`src/rtl/sysreg_ld_pkg.sv`:
```
package sysreg_ld_pkg;
  typedef enum logic [1:0] {
    FK_NONE = 2'd0,
    FK_GP   = 2'd1,
    FK_NP   = 2'd2,
    FK_UD   = 2'd3
  } fault_e;

  typedef enum logic [2:0] {
    S_IDLE,
    S_CHECK,
    S_RD_LO,
    S_RD_HI,
    S_VALIDATE,
    S_WR_HI
  } state_e;

  localparam logic [3:0] TYPE_LDT   = 4'd2;
  localparam logic [3:0] TYPE_TSS16 = 4'd1;
  localparam logic [3:0] TYPE_TSS32 = 4'd9;

  localparam logic [31:0] MIN_LIM_LDT   = 32'd7;
  localparam logic [31:0] MIN_LIM_TSS16 = 32'd43;
  localparam logic [31:0] MIN_LIM_TSS32 = 32'd103;

  localparam int BUSY_BIT    = 9;
  localparam int CLASS_BIT   = 12;
  localparam int PRESENT_BIT = 15;
  localparam int GRAN_BIT    = 23;
endpackage

```
`src/rtl/sysreg_ld_precheck.sv`:
```
module sysreg_ld_precheck
  import sysreg_ld_pkg::*;
#(
  parameter int SEL_W = 16
) (
  input  logic             to_task,
  input  logic [SEL_W-1:0] sel,
  input  logic [1:0]       cpl,
  input  logic             prot_en,
  input  logic             v86_en,
  input  logic [SEL_W-1:0] gdt_limit,
  output fault_e           kind,
  output logic [SEL_W-1:0] code,
  output logic             null_ldt
);
  logic [SEL_W-1:0] sel_code;
  logic [SEL_W-1:0] last_byte;
  logic             is_null;

  assign sel_code  = {sel[SEL_W-1:2], 2'b00};
  assign last_byte = {sel[SEL_W-1:3], 3'b111};
  assign is_null   = (sel[SEL_W-1:2] == '0);

  always_comb begin
    kind     = FK_NONE;
    code     = '0;
    null_ldt = 1'b0;
    if (!prot_en || v86_en) begin
      kind = FK_UD;
    end else if (cpl != 2'd0) begin
      kind = FK_GP;
    end else if (is_null) begin
      if (to_task) kind = FK_GP;
      else         null_ldt = 1'b1;
    end else if (sel[2]) begin
      kind = FK_GP;
      code = sel_code;
    end else if (last_byte > gdt_limit) begin
      kind = FK_GP;
      code = sel_code;
    end
  end
endmodule

```
`src/rtl/sysreg_ld_desc_check.sv`:
```
module sysreg_ld_desc_check
  import sysreg_ld_pkg::*;
(
  input  logic        to_task,
  input  logic [31:0] lo,
  input  logic [31:0] hi,
  output fault_e      kind,
  output logic        warn
);
  logic [3:0]  typ;
  logic [19:0] raw_lim;
  logic [31:0] eff_lim;
  logic        type_ok;

  assign typ     = hi[11:8];
  assign raw_lim = {hi[19:16], lo[15:0]};
  assign eff_lim = hi[GRAN_BIT] ? {raw_lim, 12'hFFF} : {12'h000, raw_lim};

  always_comb begin
    if (to_task) type_ok = (typ == TYPE_TSS16) || (typ == TYPE_TSS32);
    else         type_ok = (typ == TYPE_LDT);
    type_ok = type_ok && !hi[CLASS_BIT];
  end

  always_comb begin
    if (!type_ok)              kind = FK_GP;
    else if (!hi[PRESENT_BIT]) kind = FK_NP;
    else                       kind = FK_NONE;
  end

  always_comb begin
    if (!to_task)                warn = eff_lim < MIN_LIM_LDT;
    else if (typ == TYPE_TSS16)  warn = eff_lim < MIN_LIM_TSS16;
    else                         warn = eff_lim < MIN_LIM_TSS32;
  end
endmodule

```
`src/rtl/sysreg_loader.sv`:
```
module sysreg_loader
  import sysreg_ld_pkg::*;
#(
  parameter int AW    = 32,
  parameter int SEL_W = 16
) (
  input  logic             clk,
  input  logic             rst,
  input  logic             start,
  input  logic             load_task,
  input  logic [SEL_W-1:0] sel,
  input  logic [1:0]       cpl,
  input  logic             prot_en,
  input  logic             v86_en,
  input  logic [AW-1:0]    gdt_base,
  input  logic [SEL_W-1:0] gdt_limit,
  output logic             mem_req,
  output logic             mem_we,
  output logic [AW-1:0]    mem_addr,
  output logic [31:0]      mem_wdata,
  input  logic             mem_ack,
  input  logic [31:0]      mem_rdata,
  output logic             busy,
  output logic             done,
  output logic [1:0]       fault_kind,
  output logic [15:0]      fault_code,
  output logic             limit_warn,
  output logic [SEL_W-1:0] ldt_sel,
  output logic             ldt_valid,
  output logic [63:0]      ldt_desc,
  output logic [SEL_W-1:0] tr_sel,
  output logic             tr_valid,
  output logic [63:0]      tr_desc
);
  localparam int PAD_W = AW - SEL_W;

  state_e           state_q;
  logic             task_q;
  logic [SEL_W-1:0] sel_q;
  logic [1:0]       cpl_q;
  logic             prot_q;
  logic             v86_q;
  logic [AW-1:0]    base_q;
  logic [SEL_W-1:0] lim_q;
  logic [31:0]      lo_q;
  logic [31:0]      hi_q;

  fault_e           pre_kind;
  logic [SEL_W-1:0] pre_code;
  logic             pre_null;
  fault_e           dsc_kind;
  logic             dsc_warn;
  logic [SEL_W-1:0] sel_code;
  logic [AW-1:0]    desc_addr;

  assign sel_code  = {sel_q[SEL_W-1:2], 2'b00};
  assign desc_addr = base_q + {{PAD_W{1'b0}}, sel_q[SEL_W-1:3], 3'b000};
  assign busy      = (state_q != S_IDLE);

  sysreg_ld_precheck #(.SEL_W(SEL_W)) u_pre (
    .to_task  (task_q),
    .sel      (sel_q),
    .cpl      (cpl_q),
    .prot_en  (prot_q),
    .v86_en   (v86_q),
    .gdt_limit(lim_q),
    .kind     (pre_kind),
    .code     (pre_code),
    .null_ldt (pre_null)
  );

  sysreg_ld_desc_check u_dsc (
    .to_task(task_q),
    .lo     (lo_q),
    .hi     (hi_q),
    .kind   (dsc_kind),
    .warn   (dsc_warn)
  );

  always_ff @(posedge clk) begin
    if (rst) begin
      state_q    <= S_IDLE;
      task_q     <= 1'b0;
      sel_q      <= '0;
      cpl_q      <= '0;
      prot_q     <= 1'b0;
      v86_q      <= 1'b0;
      base_q     <= '0;
      lim_q      <= '0;
      lo_q       <= '0;
      hi_q       <= '0;
      mem_req    <= 1'b0;
      mem_we     <= 1'b0;
      mem_addr   <= '0;
      mem_wdata  <= '0;
      done       <= 1'b0;
      fault_kind <= FK_NONE;
      fault_code <= '0;
      limit_warn <= 1'b0;
      ldt_sel    <= '0;
      ldt_valid  <= 1'b0;
      ldt_desc   <= '0;
      tr_sel     <= '0;
      tr_valid   <= 1'b0;
      tr_desc    <= '0;
    end else begin
      done <= 1'b0;
      unique case (state_q)
        S_IDLE: begin
          if (start) begin
            task_q     <= load_task;
            sel_q      <= sel;
            cpl_q      <= cpl;
            prot_q     <= prot_en;
            v86_q      <= v86_en;
            base_q     <= gdt_base;
            lim_q      <= gdt_limit;
            fault_kind <= FK_NONE;
            fault_code <= '0;
            limit_warn <= 1'b0;
            state_q    <= S_CHECK;
          end
        end
        S_CHECK: begin
          if (pre_kind != FK_NONE) begin
            fault_kind <= pre_kind;
            fault_code <= 16'(pre_code);
            done       <= 1'b1;
            state_q    <= S_IDLE;
          end else if (pre_null) begin
            ldt_sel   <= sel_q;
            ldt_valid <= 1'b0;
            done      <= 1'b1;
            state_q   <= S_IDLE;
          end else begin
            mem_req  <= 1'b1;
            mem_we   <= 1'b0;
            mem_addr <= desc_addr;
            state_q  <= S_RD_LO;
          end
        end
        S_RD_LO: begin
          if (mem_ack) begin
            lo_q     <= mem_rdata;
            mem_addr <= mem_addr + AW'(4);
            state_q  <= S_RD_HI;
          end
        end
        S_RD_HI: begin
          if (mem_ack) begin
            hi_q    <= mem_rdata;
            mem_req <= 1'b0;
            state_q <= S_VALIDATE;
          end
        end
        S_VALIDATE: begin
          if (dsc_kind != FK_NONE) begin
            fault_kind <= dsc_kind;
            fault_code <= 16'(sel_code);
            done       <= 1'b1;
            state_q    <= S_IDLE;
          end else if (!task_q) begin
            ldt_sel    <= sel_q;
            ldt_desc   <= {hi_q, lo_q};
            ldt_valid  <= 1'b1;
            limit_warn <= dsc_warn;
            done       <= 1'b1;
            state_q    <= S_IDLE;
          end else begin
            mem_req   <= 1'b1;
            mem_we    <= 1'b1;
            mem_wdata <= hi_q | (32'd1 << BUSY_BIT);
            state_q   <= S_WR_HI;
          end
        end
        S_WR_HI: begin
          if (mem_ack) begin
            mem_req    <= 1'b0;
            mem_we     <= 1'b0;
            tr_sel     <= sel_q;
            tr_desc    <= {hi_q, lo_q};
            tr_valid   <= 1'b1;
            limit_warn <= dsc_warn;
            done       <= 1'b1;
            state_q    <= S_IDLE;
          end
        end
        default: state_q <= S_IDLE;
      endcase
    end
  end


  req_hold_chk: assert property (@(posedge clk) disable iff (rst)
    (mem_req && !mem_ack) |=> (mem_req && $stable(mem_addr) && $stable(mem_we)));


  fault_no_update_chk: assert property (@(posedge clk) disable iff (rst)
    (done && fault_kind != FK_NONE) |->
      ($stable(ldt_sel) && $stable(ldt_valid) && $stable(tr_sel) && $stable(tr_valid)));


  early_fault_no_mem_chk: assert property (@(posedge clk) disable iff (rst)
    (state_q == S_CHECK && cpl_q != 2'd0) |=> (!mem_req && done && fault_kind != FK_NONE));


  busy_bit_write_chk: assert property (@(posedge clk) disable iff (rst)
    (mem_req && mem_we) |-> (mem_wdata[BUSY_BIT] && task_q));


  single_outcome_chk: assert property (@(posedge clk) disable iff (rst)
    done |-> (!busy && !(limit_warn && fault_kind != FK_NONE)));
endmodule

```
`config.mk`:
```
export PLATFORM = sky130hd
export DESIGN_NAME = sysreg_loader
export DESIGN_NICKNAME = d
export VERILOG_FILES = /design/src/rtl/sysreg_ld_pkg.sv /design/src/rtl/sysreg_ld_precheck.sv /design/src/rtl/sysreg_ld_desc_check.sv /design/src/rtl/sysreg_loader.sv
export SDC_FILE = /design/constraint.sdc
export NUM_CORES = 1
export LEC_CHECK = 0
export BUFFER_PORTS_ARGS = -buffer_cell sky130_fd_sc_hd__buf_2
export CAP_MARGIN = 20
export CORE_MARGIN = 3
export CORE_UTILIZATION = 25
export CTS_CLUSTER_SIZE = 10
export DETAILED_ROUTE_END_ITERATION = 6
export HOLD_SLACK_MARGIN = 0.06
export SYNTH_ARGS = -nofsm -noshare
export SYNTH_HDL_FRONTEND = slang
export SYNTH_SLANG_ARGS = --single-unit
export TNS_END_PERCENT = 1
```
`constraint.sdc`:
```
create_clock -name clk -period 4 [get_ports clk]
set_input_delay 0.2 -clock clk [delete_from_list [all_inputs] [get_ports clk]]
set_output_delay 0.2 -clock clk [all_outputs]
set_load 0.02 [all_outputs]
```
==> results.json <==
{
  "synth_top_flop_cell": "dfxtp_1",
  "yosys.area.top_type_share_pct": 49.8,
  "regToRegSetupSlack_ps": 790,
  "skew_ps": 29.0,
  "vias": 15000,
  "synth_seq_area_share_pct": 49.8,
  "syn_to_final_growth_pct": 32.3,
  "fin_total_pwr_mw": 8.55,
  "synthXorXnorAreaFrac_pct": 1.20,
  "synth_edf_count": 0,
  "hold_viol": 0,
  "die_width_um": 254,
  "worstPathCellList": "ha_1 -> inv_1 -> fa_1 -> nand2b_1 -> a21oi_1 -> o21ai_0 -> a2111oi_0 -> nor3_1 -> nor3_1 -> o21ai_0 -> a21oi_1",
  "setup_viol": 0,
  "dp_hpwl_um": 40400,
  "start_kind": "flip-flop",
  "synth_top_family_by_area": "simple AND/OR/NAND/NOR gates",
  "cap_violations": 0,
  "port_buffers": 351,
  "pwr-share-comb_pct": 6.6,
  "slew-limit-headroom_pct": 12.1,
  "first_pass_iters": 5,
  "antenna_found_initial": 2,
  "crit_buf_inv": 1,
  "clock.fmax_ghz": 0.311,
  "dieArea_sq_um": 64500,
  "layout.area.seq_sq_um": 7650,
  "p_sw_share_pct": 24.4,
  "fin_tns_setup_ps": 0,
  "multi_input_area_sq_um": 7160,
  "rsz0062_at_grt": "false",
  "dp_slack_ps": 897,
  "p_per_area_nw_per_um2": 421,
  "p_switching_mw": 2.08,
  "holdPathStages": 4,
  "crit_family": "compound AO/OA/AOI/OAI gates",
  "cp.arrival_ps": 3700,
  "final_nets": 2510,
  "cts.htree.levels": 2,
  "cp.required_ps": 4490,
  "synth_compound_area_share_pct": 17.7,
  "cp-end-kind": "flip-flop",
  "yosysUniqueCellTypes": 72,
  "leakage_nw": 7.97,
  "wl_per_cell_um": 18.6,
  "crit_fanout": 7,
  "slew_violations": 0,
  "grt_pass1_wl_um": 88200,
  "async_flop_share_pct": 0,
  "yosys.area_share.adder_pct": 2.33,
  "syn_avg_cell_area_sq_um": 7.76,
  "synth_seq_cells": 382,
  "vdd_drop_max_mv": 0.298,
  "hold_class": "primary input to flip-flop",
  "r2r_end": "mem_addr[13]",
  "cts_tree": "done",
  "ff2ff_path_depth": 11,
  "core_area_sq_um": 60600,
  "drtIter0Drc": 920,
  "wl_um": 59200,
  "crit_slowest_cell": "a2111oi_0",
  "drive_gt1_share_pct": 19.4,
  "synth.cell_area_sq_um": 15400,
  "yosys.area_share.simple_pct": 23.5,
  "rows": 90,
  "rr_startpoint": "sel_q[3]",
  "max_stage_delay_ps": 560,
  "yosys_warnings": 0,
  "worst_pin_slew_ps": 1320,
  "outcome": "finished clean",
  "numCtsBuffers": 47,
  "grt-ovfl-total": 0,
  "nFillCells": 6429,
  "whs_endpoint": "state_q[0]",
  "cts_resized": 0,
  "post-route-period-util_pct": 80.3,
  "syn_inst": 1981,
  "setup_ws_ps": 786,
  "die_y_um": 254,
  "vias_per_cell": 4.72,
  "power.internal_mw": 6.46,
  "ios": 354,
  "path_class": "flip-flop to flip-flop",
  "synthMuxAreaShare_pct": 1.24,
  "clock_latency_ps": 590,
  "startpoint": "sel_q[3]",
  "start_util_pct": 25.4,
  "gp_congestion": 0.860,
  "grt_start_max_net_pins": 209,
  "ant_nets": 0,
  "final_cell_mix": "nand2_1, dfxtp_1, a21oi_1",
  "p_clk_share_pct": 47.4,
  "final.min_clock_period_ps": 3210,
  "power_frac_seq_pct": 46.0,
  "drcViolationCount": 0,
  "min_from": "mem_ack",
  "synth_area_leader_cell": "dfxtp_1",
  "final_common_cell": "nand2_1",
  "cts_root_buffer": "clkbuf_16",
  "cts_sinks": 382,
  "cts_buffer_depth": 3,
  "grt_usage_pct": 17.7,
  "synth_area_leaders": "dfxtp_1, nand2_1, a21oi_1",
  "clkTransAtPathRegs_ps": 60,
  "grt_pass1_vias": 14300,
  "n_antenna_cell": 0
}
## worst min-delay path: stages
cell     delay [ps]
buf_2           230
xor2_1          100
nand2_1          60
a21oi_1          60
## cell type report
cell class                      instances  area share, %
Clock buffer                           59           6.30
Clock inverter                          9          0.720
Inverter                               26          0.480
Multi-Input combinational cell       1442           35.2
Sequential cell                       382           37.6
Tap cell                              782           4.81
Timing Repair Buffer                  478           14.8
## power by group through the flow
| stage | Clock (mW) | Sequential (mW) | Combinational [mW] |
|---|---|---|---|
| global placement | 0 | 4.01 | 0.479 |
| finish | 4.05 | 3.93 | 0.567 |
| floorplan | 0 | 3.99 | 0.294 |
| CTS | 4.17 | 3.93 | 0.566 |
| global route | 4.30 | 3.94 | 0.627 |
| detailed placement | 0 | 4.01 | 0.481 |
## layer usage
| layer | vias to the layer above | track usage (%) | part of all wire, % |
|---|---|---|---|
| met4 | 0 | 5.59 | 2.9 |
| met2 | 411 | 27.1 | 44 |
| li1 | 7432 | - | - |
| met1 | 7072 | 24.4 | 47 |
| met5 | - | 0 | 0 |
| met3 | 94 | 4.30 | 6.3 |
## kinds of logic after synthesis
family	Yosys count
AND/OR/NAND/NOR	881
AO/OA/AOI/OAI	491
flip-flops	382
buffers and inverters	158
adder cells (fa/ha/maj)	28
XOR/XNOR	21
multiplexers	19
other	1
## how the worst max path moves through the flow
stage / endpoint / slack, ps / depth (start not counted)
after floorplan: mem_addr[13] / 1510 / 11
after global placement: mem_addr[13] / 1040 / 11
after detailed placement: mem_addr[13] / 900 / 11
after CTS: mem_addr[13] / 860 / 11
after global routing: mem_addr[13] / 570 / 11
final: mem_addr[13] / 790 / 11
## through the flow
step	util, %	hold slack, ps	std cells	area, sq um
2_1_floorplan	-	336	1982	15400
3_3_place_gp	29.5	439	3007	17900
3_5_place_dp	29.5	443	3007	17900
4_1_cts	33.5	79.6	3178	20300
5_1_grt	33.5	152	3178	20300
6_report	33.5	117	3178	20300
## synth_stat cells (3+ instances only)
cell / count
a2111oi_0: 7
a211oi_1: 10
a21o_1: 4
a21oi_1: 359
a22oi_1: 16
a311oi_1: 4
a31oi_1: 6
and3_1: 18
and4_1: 5
buf_2: 14
clkbuf_1: 112
dfxtp_1: 382
ha_1: 27
inv_1: 25
mux2i_1: 19
nand2_1: 665
nand2b_1: 8
nand3_1: 22
nand3b_1: 4
nand4_1: 13
nor2_1: 92
nor2b_1: 3
nor3_1: 24
nor4_1: 6
o2111ai_1: 3
o211ai_1: 3
o21a_1: 3
o21ai_0: 46
o31ai_1: 3
o32ai_1: 3
or3_1: 5
xnor2_1: 14
xor2_1: 7
## repair_timing
action	in CTS	in global routing
hold buffers	103	0
buffers inserted	0	0
endpoints found under the hold margin	136	0
## registers in the layout (all words and copies together), names as in the netlist, 2 cells and up
register / flops
base_q: 32
cpl_q: 2
fault_code: 14
fault_kind: 2
hi_q: 32
ldt_desc: 64
ldt_sel: 16
lim_q: 16
lo_q: 32
mem_addr: 32
mem_wdata: 32
sel_q: 16
state_q: 3
tr_desc: 64
tr_sel: 16
Note: power is estimated with default switching activity, not from simulation.
